===== src/rtl/sc16_pkg.sv =====
package sc16_pkg;
    localparam int WORD_W     = 16;
    localparam int REG_CNT    = 8;
    localparam int RIDX_W     = $clog2(REG_CNT);
    localparam int FIELD_SPAN = 3 * RIDX_W;
    localparam int OPC_W      = WORD_W - FIELD_SPAN;
    localparam int OPC_IDX_W  = $clog2(OPC_W);
    localparam int WORD_IDX_W = $clog2(WORD_W);

    typedef logic [WORD_W-1:0] word_t;
    typedef logic [RIDX_W-1:0] ridx_t;
    typedef logic [OPC_W-1:0]  opc_t;

    localparam opc_t OPC_LI   = opc_t'(1);
    localparam opc_t OPC_ADD  = opc_t'(2);
    localparam opc_t OPC_AND  = opc_t'(3);
    localparam opc_t OPC_OR   = opc_t'(4);
    localparam opc_t OPC_LD   = opc_t'(5);
    localparam opc_t OPC_ST   = opc_t'(6);
    localparam opc_t OPC_MOVE = opc_t'(7);
    localparam opc_t OPC_ADDI = opc_t'(8);
    localparam opc_t OPC_ANDI = opc_t'(9);
    localparam opc_t OPC_ORI  = opc_t'(10);
    localparam opc_t OPC_BLE  = opc_t'(11);
    localparam opc_t OPC_BNE  = opc_t'(12);
    localparam opc_t OPC_JUMP = opc_t'(13);
    localparam opc_t OPC_CALL = opc_t'(14);
    localparam opc_t OPC_RTN  = opc_t'(15);
    localparam opc_t OPC_HALT = opc_t'(16);

    typedef enum logic [2:0] {
        ALU_ADD,
        ALU_AND,
        ALU_OR,
        ALU_PASS_A,
        ALU_PASS_B
    } alu_op_e;

    typedef enum logic [2:0] {
        NPC_SEQ,
        NPC_REL,
        NPC_LE,
        NPC_NE,
        NPC_RET,
        NPC_HOLD
    } npc_sel_e;

    typedef struct packed {
        ridx_t    rd;
        ridx_t    rs1;
        ridx_t    rs2;
        alu_op_e  alu_op;
        logic     use_imm;
        word_t    imm;
        logic     reg_we;
        logic     from_mem;
        logic     mem_we;
        logic     link_we;
        npc_sel_e npc_sel;
        logic     halt;
    } ctrl_t;

    // Gather the bits outside the register-field window, lowest first.
    function automatic opc_t opc_of(word_t w, int lsb);
        opc_t o;
        int   k;
        o = '0;
        k = 0;
        for (int i = 0; i < WORD_W; i++) begin
            if (i < lsb || i >= lsb + FIELD_SPAN) begin
                if (k < OPC_W) o[k[OPC_IDX_W-1:0]] = w[i[WORD_IDX_W-1:0]];
                k++;
            end
        end
        return o;
    endfunction

    // Sign-extend the low 'bits' bits of raw to a full word.
    function automatic word_t sext(word_t raw, int bits);
        word_t sh;
        sh = raw << (WORD_W - bits);
        return word_t'($signed(sh) >>> (WORD_W - bits));
    endfunction
endpackage


===== src/rtl/sc16_decode.sv =====
module sc16_decode
    import sc16_pkg::*;
#(
    parameter int FIELD_LSB = 0
) (
    input  word_t instr,
    output ctrl_t ctrl
);
    localparam int F_A = FIELD_LSB;
    localparam int F_B = FIELD_LSB + RIDX_W;
    localparam int F_C = FIELD_LSB + 2 * RIDX_W;

    ridx_t fa, fb, fc;
    opc_t  opc;

    assign fa  = instr[F_A +: RIDX_W];
    assign fb  = instr[F_B +: RIDX_W];
    assign fc  = instr[F_C +: RIDX_W];
    assign opc = opc_of(instr, FIELD_LSB);

    always_comb begin
        ctrl         = '0;
        ctrl.rd      = fa;
        ctrl.rs1     = fb;
        ctrl.rs2     = fc;
        ctrl.alu_op  = ALU_ADD;
        ctrl.npc_sel = NPC_SEQ;
        case (opc)
            OPC_LI: begin
                ctrl.reg_we  = 1'b1;
                ctrl.use_imm = 1'b1;
                ctrl.alu_op  = ALU_PASS_B;
                ctrl.imm     = sext(word_t'({fc, fb}), 2 * RIDX_W);
            end
            OPC_ADD: begin
                ctrl.reg_we = 1'b1;
            end
            OPC_AND: begin
                ctrl.reg_we = 1'b1;
                ctrl.alu_op = ALU_AND;
            end
            OPC_OR: begin
                ctrl.reg_we = 1'b1;
                ctrl.alu_op = ALU_OR;
            end
            OPC_LD: begin
                ctrl.reg_we   = 1'b1;
                ctrl.from_mem = 1'b1;
                ctrl.rs2      = fb;
            end
            OPC_ST: begin
                ctrl.mem_we = 1'b1;
                ctrl.rs1    = fa;
                ctrl.rs2    = fb;
            end
            OPC_MOVE: begin
                ctrl.reg_we = 1'b1;
                ctrl.alu_op = ALU_PASS_A;
            end
            OPC_ADDI, OPC_ANDI, OPC_ORI: begin
                ctrl.reg_we  = 1'b1;
                ctrl.use_imm = 1'b1;
                ctrl.imm     = sext(word_t'(fc), RIDX_W);
                ctrl.alu_op  = (opc == OPC_ADDI) ? ALU_ADD :
                               (opc == OPC_ANDI) ? ALU_AND : ALU_OR;
            end
            OPC_BLE, OPC_BNE: begin
                ctrl.rs1     = fa;
                ctrl.rs2     = fb;
                ctrl.imm     = sext(word_t'(fc), RIDX_W);
                ctrl.npc_sel = (opc == OPC_BLE) ? NPC_LE : NPC_NE;
            end
            OPC_JUMP, OPC_CALL: begin
                ctrl.imm     = sext(word_t'({fc, fb, fa}), FIELD_SPAN);
                ctrl.npc_sel = NPC_REL;
                ctrl.link_we = (opc == OPC_CALL);
            end
            OPC_RTN: begin
                ctrl.npc_sel = NPC_RET;
            end
            OPC_HALT: begin
                ctrl.halt    = 1'b1;
                ctrl.npc_sel = NPC_HOLD;
            end
            default: begin
                // Undefined opcode: behaves as a no-op.
            end
        endcase
    end
endmodule


===== src/rtl/sc16_alu.sv =====
module sc16_alu
    import sc16_pkg::*;
(
    input  alu_op_e op,
    input  word_t   a,
    input  word_t   b,
    output word_t   y
);
    always_comb begin
        case (op)
            ALU_ADD:    y = a + b;
            ALU_AND:    y = a & b;
            ALU_OR:     y = a | b;
            ALU_PASS_A: y = a;
            ALU_PASS_B: y = b;
            default:    y = '0;
        endcase
    end
endmodule


===== src/rtl/sc16_regfile.sv =====
module sc16_regfile
    import sc16_pkg::*;
(
    input  logic  clk,
    input  logic  rst,
    input  logic  we,
    input  ridx_t waddr,
    input  word_t wdata,
    input  ridx_t raddr1,
    input  ridx_t raddr2,
    output word_t rdata1,
    output word_t rdata2
);
    word_t regs [REG_CNT];

    always_ff @(posedge clk) begin
        if (rst) begin
            for (int i = 0; i < REG_CNT; i++) regs[i] <= '0;
        end else if (we) begin
            regs[waddr] <= wdata;
        end
    end

    assign rdata1 = regs[raddr1];
    assign rdata2 = regs[raddr2];

    // an enabled write is visible in the addressed register one edge later
    p_write_lands_r3: assert property (@(posedge clk) disable iff (rst)
        we |=> regs[$past(waddr)] == $past(wdata));

    // reset leaves every register reading zero
    p_reset_clear_r1: assert property (@(posedge clk)
        rst |=> (regs[raddr1] == '0));
endmodule


===== src/rtl/sc16_nextpc.sv =====
module sc16_nextpc
    import sc16_pkg::*;
(
    input  npc_sel_e sel,
    input  word_t    pc,
    input  word_t    offset,
    input  word_t    opa,
    input  word_t    opb,
    input  word_t    link,
    output word_t    npc,
    output word_t    pc_inc
);
    word_t target;
    logic  le_hit;
    logic  ne_hit;

    assign pc_inc = pc + word_t'(1);
    assign target = pc + offset;
    assign le_hit = $signed(opa) <= $signed(opb);
    assign ne_hit = opa != opb;

    always_comb begin
        case (sel)
            NPC_SEQ:  npc = pc_inc;
            NPC_REL:  npc = target;
            NPC_LE:   npc = le_hit ? target : pc_inc;
            NPC_NE:   npc = ne_hit ? target : pc_inc;
            NPC_RET:  npc = link;
            NPC_HOLD: npc = pc;
            default:  npc = pc_inc;
        endcase
    end
endmodule


===== src/rtl/sc16_core.sv =====
module sc16_core
    import sc16_pkg::*;
#(
    parameter int FIELD_LSB = 0
) (
    input  logic              clk,
    input  logic              rst,
    output logic [WORD_W-1:0] imem_addr,
    input  logic [WORD_W-1:0] imem_data,
    output logic [WORD_W-1:0] dmem_addr,
    input  logic [WORD_W-1:0] dmem_rdata,
    output logic [WORD_W-1:0] dmem_wdata,
    output logic              dmem_we,
    output logic              halted
);
    word_t pc_q;
    word_t link_q;
    logic  halted_q;
    ctrl_t ctrl;
    word_t rdata1, rdata2;
    word_t alu_b, alu_y, wb_data;
    word_t npc, pc_inc;
    logic  rf_we;

    sc16_decode #(.FIELD_LSB(FIELD_LSB)) u_decode (
        .instr (imem_data),
        .ctrl  (ctrl)
    );

    assign rf_we   = ctrl.reg_we & ~halted_q;
    assign wb_data = ctrl.from_mem ? dmem_rdata : alu_y;

    sc16_regfile u_regs (
        .clk    (clk),
        .rst    (rst),
        .we     (rf_we),
        .waddr  (ctrl.rd),
        .wdata  (wb_data),
        .raddr1 (ctrl.rs1),
        .raddr2 (ctrl.rs2),
        .rdata1 (rdata1),
        .rdata2 (rdata2)
    );

    assign alu_b = ctrl.use_imm ? ctrl.imm : rdata2;

    sc16_alu u_alu (
        .op (ctrl.alu_op),
        .a  (rdata1),
        .b  (alu_b),
        .y  (alu_y)
    );

    sc16_nextpc u_npc (
        .sel    (ctrl.npc_sel),
        .pc     (pc_q),
        .offset (ctrl.imm),
        .opa    (rdata1),
        .opb    (rdata2),
        .link   (link_q),
        .npc    (npc),
        .pc_inc (pc_inc)
    );

    always_ff @(posedge clk) begin
        if (rst) begin
            pc_q     <= '0;
            link_q   <= '0;
            halted_q <= 1'b0;
        end else if (!halted_q) begin
            pc_q <= npc;
            if (ctrl.link_we) link_q <= pc_inc;
            if (ctrl.halt) halted_q <= 1'b1;
        end
    end

    assign imem_addr  = pc_q;
    assign dmem_addr  = rdata2;
    assign dmem_wdata = rdata1;
    assign dmem_we    = ctrl.mem_we & ~halted_q;
    assign halted     = halted_q;

    // once halted, PC, link and flag hold still
    p_halt_freeze_r11: assert property (@(posedge clk) disable iff (rst)
        halted_q |=> halted_q && $stable(pc_q) && $stable(link_q));

    // no store leaves a halted core
    p_halt_no_store_r11: assert property (@(posedge clk) disable iff (rst)
        halted_q |-> !dmem_we);

    // a call saves the address after itself
    p_call_link_r10: assert property (@(posedge clk) disable iff (rst)
        (!halted_q && ctrl.link_we) |=> link_q == $past(pc_q) + 16'd1);

    // a return resumes at the saved address
    p_return_r10: assert property (@(posedge clk) disable iff (rst)
        (!halted_q && ctrl.npc_sel == NPC_RET) |=> pc_q == $past(link_q));

    // a non-transfer instruction steps the PC by one
    p_seq_step_r13: assert property (@(posedge clk) disable iff (rst)
        (!halted_q && ctrl.npc_sel == NPC_SEQ) |=> pc_q == $past(pc_q) + 16'd1);

    // a register write and a store never coincide
    p_one_sink_r6: assert property (@(posedge clk) disable iff (rst)
        $onehot0({rf_we, dmem_we}));
endmodule


===== config.mk =====
export PLATFORM = sky130hd
export DESIGN_NAME = sc16_core
export DESIGN_NICKNAME = d
export VERILOG_FILES = /design/src/rtl/sc16_pkg.sv /design/src/rtl/sc16_decode.sv /design/src/rtl/sc16_alu.sv /design/src/rtl/sc16_regfile.sv /design/src/rtl/sc16_nextpc.sv /design/src/rtl/sc16_core.sv
export SDC_FILE = /design/constraint.sdc
export NUM_CORES = 1
export LEC_CHECK = 0
export BUFFER_PORTS_ARGS = -buffer_cell sky130_fd_sc_hd__clkbuf_2
export CAP_MARGIN = 40
export CORE_ASPECT_RATIO = 1.1
export CORE_UTILIZATION = 50
export DETAILED_ROUTE_END_ITERATION = 10
export GPL_TIMING_DRIVEN = 1
export HOLD_SLACK_MARGIN = 0.15
export MAX_ROUTING_LAYER = met4
export PLACE_DENSITY = 0.68
export SLEW_MARGIN = 20
export SYNTH_ARGS = -nofsm -noshare
export SYNTH_HDL_FRONTEND = slang
export SYNTH_HIERARCHICAL = 1
export SYNTH_SLANG_ARGS = --single-unit

===== constraint.sdc =====
create_clock -name clk -period 11.75 [get_ports clk]
set_clock_uncertainty 0.05 [all_clocks]
set_input_delay 3.525 -clock clk [delete_from_list [all_inputs] [get_ports clk]]
set_output_delay 3.525 -clock clk [all_outputs]
set_load 0.05 [all_outputs]

Word-level counts from Yosys, hierarchy flattened
Memory sizes are Yosys's and may differ from the RTL's.
Cells that the tools add are included.
Widths: inputs -> output; s select.
{"block": "op_classes", "n_eq_ne": 26, "bitwise_logic": 6, "n_mul": 0, "reduce_logical": 12, "addsub": 3, "div": 0, "order_cmp": 1, "mux": 30, "n_shift": 0}
{"cell": "$pmux 16 s5", "count": 2}
{"cell": "$mux 16", "count": 5}
{"cell": "$eq 7x4->1 const B", "count": 8}
{"cell": "$pmux 16 s3", "count": 1}
{"cell": "$add 16x16->16", "count": 2}
{"cell": "$eq 7x3->1 const B", "count": 4}
{"cell": "$add 16x1->16 const B", "count": 1}
{"cell": "$and 16x16->16", "count": 1}
{"cell": "$le 16x16->1", "count": 1}
{"cell": "$ne 16x16->1", "count": 1}
{"cell": "$or 16x16->16", "count": 1}
{"cell": "$reduce_or 16->1", "count": 1}
{"cell": "$mux 1", "count": 15}
{"cell": "$pmux 3 s5", "count": 1}
{"cell": "$eq 7x2->1 const B", "count": 2}
{"cell": "$eq 3x2->1 const B", "count": 4}
{"cell": "$mux 3", "count": 4}
{"cell": "$pmux 3 s4", "count": 1}
{"cell": "$eq 3x3->1 const B", "count": 3}
{"cell": "$reduce_or 9->1", "count": 1}
{"cell": "$reduce_or 4->1", "count": 2}
{"cell": "$eq 7x1->1 const B", "count": 1}
{"cell": "$eq 7x5->1 const B", "count": 1}
{"cell": "$eq 3x1->1 const B", "count": 2}
{"cell": "8 further kinds", "count": 13}
{"block": "totals", "reg_bits": 33, "rom_bits": 0, "ramBits": 128, "wordCells": 82, "latchBits": 0, "output_inout_bits": 50, "n_memories": 1, "inputBits": 34}
{"memory": "u_regs.regs", "depth": 8, "width": 16, "rd": 2, "rd_clocked_by_memory_dff": 0, "wr": 8, "line": "sc16_regfile.sv:14", "rtl": "word_t regs [REG_CNT];"}

Logic depth before layout (Yosys ltp)
Gate-level depths: netlist of run 1.
{"block": "depth", "word_depth": 9, "depth_mapped": 22, "mapped_depth_nobuf": 17}

Cells and area by module
The synthesis of run 1 kept the hierarchy.
{"module": "sc16_regfile", "area_per_inst_um2": 6975.4, "cells_per_inst": 430, "instances": 1, "seq_area_each_um2": 3843.7}
{"module": "sc16_nextpc", "area_per_inst_um2": 2078.2, "cells_per_inst": 308, "instances": 1, "seq_area_each_um2": 0.0}
{"module": "sc16_core", "area_per_inst_um2": 1765.4, "cells_per_inst": 165, "instances": 1, "seq_area_each_um2": 660.6}
{"module": "sc16_alu", "area_per_inst_um2": 1711.6, "cells_per_inst": 257, "instances": 1, "seq_area_each_um2": 0.0}
{"module": "sc16_decode", "area_per_inst_um2": 644.4, "cells_per_inst": 94, "instances": 1, "seq_area_each_um2": 0.0}

Worst setup path after synthesis of run 1
Ideal clock, no wire load.
{"block": "synth_path", "kind": "input-to-output", "start": "in imem_data[12]", "end": "out dmem_addr[0]", "stages": 8, "t_arrival_ns": 5.818, "n_path_buf": 3, "t_required_ns": 8.175, "setup_slack_ns": 2.357, "path_cell_list": "buf_2 > or4b_1 > a31o_2 > mux2_4 > buf_6 > buf_6 > mux4_1 > mux2_2"}
{"item": "start: declaration", "line": "sc16_core.sv:9", "rtl": "input logic [WORD_W-1:0] imem_data,"}
{"item": "end: declaration", "line": "sc16_core.sv:10", "rtl": "output logic [WORD_W-1:0] dmem_addr,"}

==> results of run 1 <==
==> worst max-delay path, cell delays in order <==
cell      delay [ns]
clkbuf_2        0.18
nand2b_1        0.30
o22a_1          0.29
a21oi_2         0.23
mux2_1          0.42
buf_8           0.21
buf_4           0.23
mux4_1          0.59
mux2_2          0.33
clkbuf_2        0.28
==> registers in the layout (all words and copies together) (netlist names) <==
name and cells:
halted 1, imem_addr 16, link_q 16, u_regs/regs 128
==> worst paths after layout <==
path | start | to | slack (ns)
worst max-delay path | imem_data[9] | dmem_wdata[13] | 1.58
worst max register to register | u_regs/regs[3][0] | u_regs/regs[3][12] | 7.26
worst min register to register | link_q[13] | link_q[13] | 0.42
worst min-delay path | link_q[13] | link_q[13] | 0.42
==> power breakdown <==
group          internal, mW  switching (mW)  leakage (nW)  total, mW
registers             0.633          0.0160          1.59      0.649
clock network         0.312           0.286         0.305      0.598
logic                 0.184           0.358          3.65      0.542
==> layer usage <==
metal,wire length [microns],global-route usage [%],vias up
met2,19100,50.8,409
met1,15000,33.1,5266
met3,1750,3.53,110
met4,1770,15.6,0
met5,0,-,-
li1,-,-,4868
==> metrics by stage <==
step / utilization, % / setup slack [ns]
after floorplan: - / 2.36
after global placement: 53.2 / 1.42
after detailed placement: 53.7 / 1.32
after CTS: 56.1 / 1.33
after global routing: 56.2 / 1.44
final: 56.2 / 1.58
==> synthesized netlist by cell type, types with 5 or more instances <==
cell	instances	area share (%)
o21a_1	6	0.34
and3_1	8	0.38
clkbuf_1	40	1.1
or3_1	5	0.24
clkinv_1	16	0.46
buf_4	10	0.57
buf_6	19	1.6
o22ai_1	20	0.95
inv_1	66	1.9
nor2b_1	7	0.33
dfxtp_1	33	5.0
o21ai_0	42	1.6
nand3_1	23	0.87
nand4_1	11	0.52
xnor2_1	23	1.5
a22oi_1	12	0.68
nand2b_1	29	1.4
a221o_1	5	0.38
o22a_1	6	0.40
mux4_1	62	12
ha_1	64	6.1
mux2i_1	29	2.2
nor3_1	136	5.2
mux2_2	65	5.6
a31oi_1	11	0.52
nor2_1	70	2.0
nand2_1	51	1.5
edfxtp_1	128	29
nor3_2	6	0.46
buf_1	9	0.26
a21oi_2	8	0.53
buf_2	19	0.72
a211oi_1	8	0.46
a21oi_1	71	2.7
nand4bb_1	16	1.4
o211ai_1	11	0.63
o21bai_1	9	0.51
xor2_1	14	0.93
a21o_1	5	0.28
o21ai_1	7	0.27
==> cell usage in the layout, fill, tap and decap left out, types with 33 or more instances in the layout <==
master    Yosys  routed
nor3_1      136     134
edfxtp_1    128     128
clkbuf_2      2      83
a21oi_1      71      71
nor2_1       70      69
inv_1        66      66
mux2_2       65      65
ha_1         64      64
mux4_1       62      62
nand2_1      51      51
o21ai_0      42      42
dfxtp_1      33      33
==> final cells by class <==
class	instances	area, sq um
fillers	2193	11200
multi-input cells	908	7780
flip-flops and latches	161	4500
repair buffers	115	716
well taps	346	433
clock buffers	17	425
inverters	83	312
clock inverters	15	200
diodes	1	2.50
==> cells by family after synthesis <==
logic type	after synthesis	synth area share [%]
and+or+nand+nor	385	15.7
AOI/OAI and AO/OA	254	12.7
buffers and inverters	185	7.13
muxes	166	21.4
DFF	161	34.2
adders and majority gates	66	6.38
xor gates and xnor gates	37	2.46
==> results.md, run 1 <==
* Synth Instances at roughly 1,300
* Library cells used by synthesis at 84
* Crit share post-route at slightly below 90%
* Layout cell share with drive strength beyond 1 at between 20% and 30%
* Starting Density at roughly 52%
* Final ANT Viol Nets at 0
* WL/cell at ~23 microns
* Die width at between 150 and 200 microns
* Routed Wire Length at between 30,000 and 40,000 microns
* FF-to-FF path depth at 13
* Count of input and output buffers at 83
* Fin crit period at 10.17 ns
* Maximum fanout along the worst path at 12
* First-pass GRT wire length at 57,800 microns
* Clock slew at reported path FFs at roughly 0.080 ns
* Sink Count at about 160
* Synthesized area per cell at 10.5 sq um
* Hpwl dp at approximately 27,000 microns
* Pin count of the biggest net entering global routing at slightly below 70
* GPL Wtd Cong at about 0.92
* Worst-Skew Late Latency at around 0.44 ns
* CP startpoint kind: input port
* Final instance count without filler cells at roughly 1,600
* Final routed DRC violation total at 0
* Max rail drop VDD at just over 90 uV
* Cells after DPL at ~1,600
* Max-slew violation count at 0
* GRT Overall Usage at between 20% and 30%
* Status: complete, no violations
* Remaining Overflow, GRT at 0
* Worst slew pin tran at 0.883 ns
* CP Data Arrival Time at roughly 6.6 ns
* Synth Flop Type: edfxtp_1
* H-Tree Depth at 4
* Number of synthesized flops with an enable pin at roughly 130
* WP data required at about 8.2 ns
* Total of max-cap violations at 0
* Design Power at between 1.5 and 2 mW
* Resized cells post-CTS at 0
* Layout Nets at approximately 1,400
* Kind of critical path: in2out
* Synthesized cell area at ~13,000 sq um
* # setup viols final at 0
* CTS max path bufs at 2
* Hold Path Stages at 2
* Power per Cell Area at around 120 nW/um^2
* Setup TNS Final at 0 ns
* Die height at 172 microns
* Yosys warnings at 6
* FFs w/ async S/R, synth at 0%
* DR vias at between 10,000 and 15,000
* RSZ-0062 raised after global routing: no
* Post-synthesis sequential area ratio at 34.2%
* FMAX at around 98 MHz
* Pleak at about 5.5 nW
* Hold Crit Class: reg2reg
* Register bit total from synthesis at approximately 160
* Initial antenna violation count at 1
* Synth-to-layout area growth at 9.08%
* # IOs at 84
* CTS tree: yes
* Core area at about 26,000 sq um
* CTS Root Cell: clkbuf_16
* Final hold violation count at 0
* Post-CTS Setup Inserts at 0
* Row Count at between 60 and 70
* Via/cell ratio at 6.47
* Die area at approximately 27,000 sq um
* Worst setup EP type: primary output
* Slew margin rel. at between 40% and 50%
* Drt initial violations at 1,031
* Syn nets at ~1,400
* Hold buffers post-CTS at 0
* Num CTS Buffers at 17
* Worst hold slack at about 0.42 ns
* Drt first pass iters at 5
* Vias in the first global route at between 10,000 and 15,000
* Fin area at about 14,000 sq um
* Placed Instance Area at ~14,000 sq um
No activity file was read; power rests on OpenSTA's default activity.
==> inputs of run 2 (changes only) <==
--- a/config.mk
+++ b/config.mk
@@ -9,11 +9,12 @@
 export CAP_MARGIN = 40
 export CORE_ASPECT_RATIO = 1.1
 export CORE_UTILIZATION = 50
+export CTS_CLUSTER_DIAMETER = 80
 export DETAILED_ROUTE_END_ITERATION = 10
 export GPL_TIMING_DRIVEN = 1
 export HOLD_SLACK_MARGIN = 0.15
 export MAX_ROUTING_LAYER = met4
-export PLACE_DENSITY = 0.68
+export PLACE_DENSITY = 0.7
 export SLEW_MARGIN = 20
 export SYNTH_ARGS = -nofsm -noshare
 export SYNTH_HDL_FRONTEND = slang
==> constraint.sdc (replaced) <==
create_clock -name clk -period 9.35 [get_ports clk]
set_clock_uncertainty 0.05 [all_clocks]
set_input_delay 2.805 -clock clk [delete_from_list [all_inputs] [get_ports clk]]
set_output_delay 2.805 -clock clk [all_outputs]
set_load 0.05 [all_outputs]
==> results.md, run 2 (synthesized netlist as in run 1, its figures left out) <==
* Layout Nets at 1,385 (-0.072%)
* R2R Path Start: u_regs/regs[2][0]
* CTS tree: yes
* Final hold violation count at 0 (unchanged)
* Final ANT Viol Nets at 0 (unchanged)
* GPL Wtd Cong at 0.939 (+2.4%)
* FMAX at 115 MHz
* CP startpoint kind: input port
* Drt first pass iters at 5 (unchanged)
* Hpwl dp at 25,400 microns (-4.1%)
* Layout cell share with drive strength beyond 1 at 20.0% (-0.14 points)
* CTS Root Cell: clkbuf_16
* Status: complete, no violations
* Worst setup EP type: primary output
* Reg-to-reg setup timing slack at 4.92 ns (-2.34 ns)
* Slew margin rel. at 35.8% (-5.2 points)
* Number of flip-flops in the largest register at 128 (unchanged)
* Worst min-delay path startpoint: link_q[6]
* Worst-Skew Late Latency at 0.44 ns (about the same)
* Pin count of the biggest net entering global routing at 69 (unchanged)
* RSZ-0062 raised after global routing: no
* Top reg by flops: u_regs/regs
* Synth-to-layout area growth at 8.52%
* Vias in the first global route at 10,155 (-1.8%)
* Max-slew violation count at 0 (unchanged)
* Top cell by count, worst path: clkbuf_2
* First-pass GRT wire length at 57,100 microns (-1.3%)
* Final instance count without filler cells at 1,644 (-0.12%)
* Worst slew pin tran at 0.960 ns (+0.0775 ns)
* Final routed DRC violation total at 0 (unchanged)
* RR Endpoint: u_regs/regs[0][12]
* DR vias at 10,676 (+0.22%)
* CTS max path bufs at 2 (unchanged)
* Maximum fanout along the worst path at 32 (+20)
* Num CTS Buffers at 17 (unchanged)
* Max rail drop VDD at 116 uV (+24%)
* # IOs at 84 (unchanged)
* Die height at 172 microns (unchanged)
* Crit share post-route at between 90% and 100%
* CP Data Arrival Time at 5.81 ns (-0.78 ns)
* Row Count at 61 (unchanged)
* Hold buffers post-CTS at 0 (unchanged)
* Worst Hold End: link_q[6]
* Remaining Overflow, GRT at 0 (unchanged)
* Sink Count at 161 (unchanged)
* Max incr delay on CP at 0.64 ns (+0.05 ns)
* GRT Overall Usage at 29.1% (-0.22 points)
* CP Cell Sequence: clkbuf_2 -> inv_2 -> or4b_1 -> a31o_2 -> mux2_4 -> mux4_1 -> mux2_2 -> clkbuf_2
* WP data required at 6.50 ns (-1.68 ns)
* Routed Wire Length at 37,700 microns (+0.18%)
* Worst path slowest cell: mux4_1
* WL/cell at 22.9 microns (+0.30%)
* Clock slew at reported path FFs at 0.08 ns (about the same)
* Die area at 27,000 sq um (unchanged)
* Most common cell after layout, fill and taps aside: nor3_1
* Core area at 25,600 sq um (unchanged)
* Diodes inserted at 0 (-1)
* Kind of critical path: in2out
* Setup TNS Final at 0 ns (unchanged)
* Power per Cell Area at 154 nW/um^2 (+24%)
* Initial antenna violation count at 0 (-1)
* Resized cells post-CTS at 0 (unchanged)
* FF-to-FF path depth at 14 (+1)
* Die width at 157 microns (unchanged)
* Drt initial violations at 1,153 (+12%)
* Cells after DPL at 1,610 (-0.12%)
* Post-CTS Setup Inserts at 0 (unchanged)
* Fin crit period at between 8 and 9 ns
* Total of max-cap violations at 0 (unchanged)
* Starting Density at 51.5% (unchanged)
* Commonest non-fill, non-tap cells in the layout: 134 x nor3_1, 128 x edfxtp_1, 83 x clkbuf_2, 71 x a21oi_1, 69 x nor2_1
* H-Tree Depth at 4 (unchanged)
* # setup viols final at 0 (unchanged)
* Pleak at 5.51 nW (-0.66%)
* Count of input and output buffers at 83 (unchanged)
* Via/cell ratio at 6.49 (+0.34%)
* Hold Crit Class: reg2reg
* Hold Path Stages at 2 (unchanged)
## run 2: power breakdown
part / total [mW] / internal (mW) / switching (mW)
clock: 0.713 / 0.358 / 0.355
sequential: 0.814 / 0.795 / 0.0194
combinational: 0.677 / 0.228 / 0.449
## run 2: critical path, delay by kind of cell
family                 cells  cell delay (ns)
AOI/OAI and AO/OA          1             0.30
buffers and inverters      3             0.58
muxes                      3             1.57
and+or+nand+nor            1             0.51
## run 2: metrics by stage
step	worst slack, ns	hold slack [ns]	instance area [sq um]	util, %	total power [mW]
after floorplan	1.40	0.391	13200	-	1.33
after global placement	0.769	0.402	13600	53.3	1.48
after detailed placement	0.717	0.415	13700	53.5	1.49
after CTS	0.693	0.427	14300	55.8	2.20
after global routing	0.606	0.448	14300	55.9	2.29
final	0.686	0.429	14300	55.9	2.20
## run 2: area by class of cell
type / instances / area (sq um)
fillers: 2215 / 11300
multi-input cells: 908 / 7790
flip-flops and latches: 161 / 4500
repair buffers: 114 / 671
well taps: 346 / 433
clock buffers: 17 / 425
inverters: 83 / 312
clock inverters: 15 / 159
## run 2: how the worst max path moves through the flow
stage | from | endpoint | slack (ns) | depth (start not counted)
floorplan | imem_data[12] | dmem_addr[0] | 1.40 | 8
global placement | imem_data[9] | dmem_addr[0] | 0.77 | 8
detailed placement | imem_data[9] | dmem_addr[8] | 0.72 | 8
CTS | imem_data[9] | dmem_addr[15] | 0.69 | 8
global route | imem_data[9] | dmem_addr[12] | 0.61 | 8
finish | imem_data[9] | dmem_addr[12] | 0.69 | 8
## run 2: layer usage
layer | routed length, microns | vias up | share of wire [%] | global-route usage, %
met5 | 0 | - | 0 | -
met4 | 1590 | 0 | 4.2 | 13.5
met3 | 2240 | 105 | 5.9 | 4.16
met2 | 18900 | 469 | 50 | 49.3
met1 | 15000 | 5238 | 40 | 34.1
li1 | - | 4864 | - | -
